$ cat src/rtl/agu_hz_pkg.sv
package agu_hz_pkg;
  localparam int OP_W   = 4;
  localparam int REG_W  = 6;
  localparam int RULE_W = 3;
  localparam int PHYS_N = 32;
  localparam int LC_N   = 4;
  localparam int NRULE  = 6;

  localparam logic [OP_W-1:0] OP_NOP    = 4'd0;
  localparam logic [OP_W-1:0] OP_ARITH  = 4'd1;
  localparam logic [OP_W-1:0] OP_MOVE   = 4'd2;
  localparam logic [OP_W-1:0] OP_JMPR   = 4'd3;
  localparam logic [OP_W-1:0] OP_LOOP   = 4'd4;
  localparam logic [OP_W-1:0] OP_CJMP   = 4'd5;
  localparam logic [OP_W-1:0] OP_TRAP   = 4'd6;
  localparam logic [OP_W-1:0] OP_COF    = 4'd7;
  localparam logic [OP_W-1:0] OP_FLOW   = 4'd8;
  localparam logic [OP_W-1:0] OP_LOWPWR = 4'd9;
  localparam logic [OP_W-1:0] OP_DI     = 4'd10;

  localparam logic [REG_W-1:0] REG_MCTL = 6'd40;

  // physical register one-hot; upper pointers and base registers share 8..15
  function automatic logic [PHYS_N-1:0] phys_bit(input logic [REG_W-1:0] c);
    logic [PHYS_N-1:0] m;
    m = '0;
    if (c < 6'd32)      m[c[4:0]] = 1'b1;
    else if (c < 6'd40) m[{2'b01, c[2:0]}] = 1'b1;
    return m;
  endfunction

  function automatic logic is_lc(input logic [REG_W-1:0] c);
    return c[5:2] == 4'b1011;
  endfunction

  function automatic logic [LC_N-1:0] lc_bit(input logic [REG_W-1:0] c);
    logic [LC_N-1:0] m;
    m = '0;
    if (is_lc(c)) m[c[1:0]] = 1'b1;
    return m;
  endfunction

  function automatic logic dslot_banned(input logic [OP_W-1:0] op);
    return (op == OP_JMPR) || (op == OP_CJMP) || (op == OP_TRAP) || (op == OP_COF) ||
           (op == OP_FLOW) || (op == OP_LOWPWR) || (op == OP_DI);
  endfunction
endpackage

$ cat src/rtl/agu_hz_slot.sv
module agu_hz_slot import agu_hz_pkg::*; (
  input  logic              live,
  input  logic              set_delay,
  input  logic [OP_W-1:0]   op,
  input  logic              rd_en,
  input  logic [REG_W-1:0]  rd_reg,
  input  logic              rd_src,
  input  logic              mctl_recent,
  input  logic [PHYS_N-1:0] move_prev,
  input  logic [PHYS_N-1:0] arith_set,
  input  logic [LC_N-1:0]   lc_set,
  output logic              f_mod,
  output logic              f_lat,
  output logic              f_grp,
  output logic              f_lc,
  output logic              f_dly
);
  logic [PHYS_N-1:0] rd_bit;
  logic              ptr_rd;

  assign rd_bit = phys_bit(rd_reg);
  assign ptr_rd = live & rd_en & ~rd_src;

  assign f_mod = ptr_rd & (op == OP_ARITH) & (rd_reg < 6'd8) & mctl_recent;
  assign f_lat = ptr_rd & (|(rd_bit & move_prev));
  assign f_grp = live & rd_en & (op == OP_MOVE) & (|(rd_bit & arith_set));
  assign f_lc  = live & rd_en & (op == OP_MOVE) & (|(lc_bit(rd_reg) & lc_set));
  assign f_dly = live & set_delay & dslot_banned(op);
endmodule

$ cat config.mk
export PLATFORM = sky130hd
export DESIGN_NAME = agu_hz_slot
export DESIGN_NICKNAME = d
export VERILOG_FILES = /design/src/rtl/agu_hz_pkg.sv /design/src/rtl/agu_hz_slot.sv
export SDC_FILE = /design/constraint.sdc
export NUM_CORES = 1
export LEC_CHECK = 0
export ABC_AREA = 1
export ABC_CLOCK_PERIOD_IN_PS = 2200
export BUFFER_PORTS_ARGS = -buffer_cell sky130_fd_sc_hd__buf_2
export CAP_MARGIN = 20
export CORE_MARGIN = 1.5
export CORE_UTILIZATION = 42
export DETAILED_ROUTE_END_ITERATION = 10
export PLACE_DENSITY = 0.9
export SLEW_MARGIN = 20
export SYNTH_ARGS = -nofsm -noshare
export SYNTH_HDL_FRONTEND = slang
export SYNTH_SLANG_ARGS = --single-unit
$ cat constraint.sdc
create_clock -name vclk -period 2.2
set_input_delay 0.11 -clock vclk [all_inputs]
set_output_delay 0.11 -clock vclk [all_outputs]
set_load 0.005 [all_outputs]
After elaboration in Yosys (flattened, before gate mapping). Index checks and enable logic that the tools add are counted.

Logic and storage cells: 55. Register bits: 0. Output and inout bits: 5.

Reduce and logical (&&, ||, !) cells: 12. Order comparisons: 9. Bitwise logic cells: 15. Muxes and demuxes: 9. Equality and inequality tests: 10.

Operator list (number): $and 32x32->32 (2); $reduce_or 32->1 (2); $mux 32 (1); $eq 4x4->1 const B (4); $mux 16 (1); $eq 4x3->1 const B (3); $lt 6x6->1 const B (2); $and 1x1->1 (11); $eq 4x2->1 const B (2); $logic_or 1x1->1 (6); $lt 4x6->1 const B (1); $lt 5x6->1 const B (1); $lt 6x4->1 const B (1); $demux 1 s5 (1); $ge 5x1->1 const B (1); $and 4x4->4 (1); $eq 4x1->1 const B (1); $ge 4x1->1 const B (1); $mux 4 (1); $reduce_or 4->1 (1); $demux 1 s3 (1); $logic_and 1x1->1 (3); $lt 2x3->1 const B (1); $mux 1 (3); 3 further kinds (3).

Logic depth before layout (Yosys ltp).
Word-level depth: 9. Mapped depth: 10.

Worst setup path after synthesis. OpenSTA, ideal clock, no wires.

Kind: input port to output port. Start: input rd_reg[0]. End: output f_grp. Slack: 1115 ps. Data required time: 2090 ps. Data arrival time: 975 ps. Stages: 10. Path buffers: 1. Cells stage by stage: buf_4 > inv_1 > nand2_1 > nor2_4 > nand3_1 > nand2_1 > nor2_1 > nand2_1 > nor2_1 > a21oi_2.

Longest elaborated chain between the ends: 9. Elaborated cells on any way between the ends: 17. Those cells by class: 6 x order compare; 6 x mux; 2 x bitwise; 3 x reduce/logical.

Ends and longest elaborated chain: from (decl) (line agu_hz_slot.sv:6) `input logic [REG_W-1:0] rd_reg,`; $lt 4x6->1 (not written as such) / $ge 4x1->1 (equally long branches) (line agu_hz_pkg.sv:28) `else if (c < 6'd40) m[{2'b01, c[2:0]}] = 1'b1;`; $logic_and 1x1->1 (not written as such) (line agu_hz_pkg.sv:28); $mux 1 (not written as such) (line agu_hz_pkg.sv:28); $demux 1 s3 (line agu_hz_pkg.sv:28); $mux 16 (line agu_hz_pkg.sv:28); $mux 32 * (line agu_hz_pkg.sv:27) `if (c < 6'd32) m[c[4:0]] = 1'b1;`; $and 32x32->32 * (line agu_hz_slot.sv:26) `assign f_grp = live & rd_en & (op == OP_MOVE) & (|(rd_bit & arith_set));`; $reduce_or 32->1 * (line agu_hz_slot.sv:26); $and 1x1->1 * (line agu_hz_slot.sv:26); to (decl) (line agu_hz_slot.sv:14) `output logic f_grp,`.

Mark *: on every way between the ends. The rest lies on a longest branch, timed or not.

Worst setup path after layout.
Start: input rd_reg[0]. End: output f_lat.

Longest elaborated chain between the ends: 9. Elaborated cells on any way between the ends: 17. Those cells by class: 6 x order compare; 6 x mux; 2 x bitwise; 3 x reduce/logical.

Ends and longest elaborated chain: $lt 4x6->1 (not written as such) / $ge 4x1->1 (equally long branches) (line agu_hz_pkg.sv:28); $logic_and 1x1->1 (not written as such) (line agu_hz_pkg.sv:28); $mux 1 (not written as such) (line agu_hz_pkg.sv:28); $demux 1 s3 (line agu_hz_pkg.sv:28); $mux 16 (line agu_hz_pkg.sv:28); $mux 32 * (line agu_hz_pkg.sv:27); $and 32x32->32 * (line agu_hz_slot.sv:25) `assign f_lat = ptr_rd & (|(rd_bit & move_prev));`; $reduce_or 32->1 * (line agu_hz_slot.sv:25); $and 1x1->1 * (line agu_hz_slot.sv:25); to (decl) (line agu_hz_slot.sv:13) `output logic f_lat,`.

Marked as above.

==> results by group <==
Run status
  • Status: finished, final reports clean

Yosys
  • Post-Syn Area: 946 µm²
  • Synth area leaders: nand3_1 32%, nand2_1 23%, nor2_1 13%
  • Cell taking the most area after synthesis: nand3_1
  • Sequential area share after synthesis: 0
  • Top-count cell post-synth: nand3_1
  • Syn. warnings: 0
  • Synthesized area per cell: 4.80 µm²
  • Synth cell types: 20
  • Post-synth top cells: 60 x nand3_1, 59 x nand2_1, 34 x nor2_1
  • Mapped Nets: 280
  • Syn Inst Count: 197
  • Post-synth top area share: 0.317

Setup path
  • CP endpoint kind: output port
  • Critical path required time: 2.09 ns
  • Crit path max fanout: 12
  • Crit path buffers/inverters: 2
  • CP max-delay cell: nor2_2
  • CP cell instances: buf_2 > nand2_2 > nor2_2 > nand3_1 > nand2_1 > nor2_1 > nand2_1 > nor2_1 > a21oi_2 > buf_2
  • Crit path largest cell delay: 0.37 ns
  • CP Data Arrival Time: between 1 and 1.5 ns
  • CP Class: in2out
  • CP top delay family: simple AND/OR/NAND/NOR gates
  • Crit start category: primary input

Pwr
  • P_leak: 0.850 nW
  • Total Power: 0.174 mW
  • Peak supply drop: 72.1 µV
  • P per Cell Area: 126 nW/µm²

Timing
  • Tmin final: 1.45 ns
  • Fmax: 0.688 GHz
  • Slew headroom: 0.695
  • Worst-Margin Slew: 0.457 ns
  • Hold Vio Cnt, Final: 0
  • Setup slack after layout: 0.746 ns
  • Unrepaired setup endpoints after global routing: no
  • Final setup violating endpoints: 0
  • Sum Neg Setup Slack: 0 ns
  • Min Hold Slack: roughly 0.51 ns
  • Max-slew violations: 0
  • Final worst path period share: 0.661

Layout
  • Post-Layout Cell Count: ~300
  • Layout cell share with drive strength beyond 1: 0.402
  • Register Area: 0 µm²
  • Area Overhead vs Synth: 46.2%
  • Num sequential: 0
  • Diodes inserted: 0
  • Layout clock buffers: 0
  • Nets: 366
  • Cell area after layout: 1380 µm²
  • Layout Utilization: 0.677

CTS
  • Post-CTS Setup Inserts: 0
  • Cts hold-fix bufs: 0
  • Post-CTS sizing: 0

Routing
  • Drt drc: 0
  • WL final: 3180 µm
  • DR WL/cell: 10.3 µm
  • DR pass1 iterations: 4
  • Antenna-violating nets left: 0
  • Via density: 5.05
  • Iter 0 DRT Violations: 39
  • Via count: 1554

Place
  • I/O Buffers: 88
  • Placed inst area: between 1000 and 1500 µm²
  • DP Worst Slack: between 0.7 and 0.8 ns
  • GP Congestion: 0.874
  • DP HPWL: 2740 µm
  • Placed insts: ~310

Hold path
  • Hold crit path type: in2out
  • Worst Hold End: f_dly
  • Hold path start: set_delay
  • Hold Crit Depth: 4

GRT
  • Vias in the first global route: 1352
  • Grt total ovfl: 0
  • GRT Overall Usage: 0.247
  • Initial antenna violation count: 0
  • Largest net degree at the start of global routing: 17
  • First-pass GRT wire length: 5170 µm

Die
  • Starting Density: 0.463
  • Core area: approximately 2000 µm²
  • Die area: 2550 µm²
  • Die Width: 50.5 µm
  • Die height: 50.5 µm
  • Core Rows: 16
  • I/O Pins: 88

Flow run
  • Number of max-cap violations: 0
[how the worst max path moves through the flow]
stage	from	endpoint	slack, ns	depth (start not counted)
2_1_floorplan	rd_reg[0]	f_grp	1.11	10
3_3_place_gp	rd_reg[0]	f_lat	0.78	10
3_5_place_dp	rd_reg[0]	f_lat	0.75	10
4_1_cts	rd_reg[0]	f_lat	0.75	10
5_1_grt	rd_reg[0]	f_grp	0.57	10
6_report	rd_reg[0]	f_lat	0.75	10
[per-layer routing]
metal	vias to the layer above	share of wire	track usage	wire length [µm]
met3	2	0.096	0.0149	304
li1	820	-	-	-
met1	659	0.41	0.294	1310
met2	73	0.49	0.498	1560
met5	-	0	0	0
met4	0	0.0035	0.00901	11
[cells by family (layout without fill, tap and decap cells)]
family / after synthesis / in the layout / synth area share
buf+inv: 18 / 102 / 0.0952
compound gates: 6 / 6 / 0.0476
simple gates: 173 / 173 / 0.857
[layout by cell type, fill, tap and decap left out, drive strengths merged]
cell   netlist  final
buf          4     88
a41oi        1      1
a211o        1      1
nand4        2      2
nor3         1      1
nand3       62     62
a21oi        4      4
nor4         1      1
or2          1      1
nand2       62     62
inv         14     14
nor2        44     44
[final cells by class]
| type | instances | area, µm² |
|---|---|---|
| inverter | 14 | 52.6 |
| fill | 240 | 659 |
| timing repair buffer | 88 | 440 |
| tap | 27 | 33.8 |
| multi-input combinational | 179 | 856 |
[report_power, final]
group	switching, mW	leakage [nW]	total, mW	internal (mW)
registers	0	0	0	0
clock network	0	0	0	0
logic	0.0961	0.850	0.174	0.0779
No activity file was read; power rests on OpenSTA's default activity.
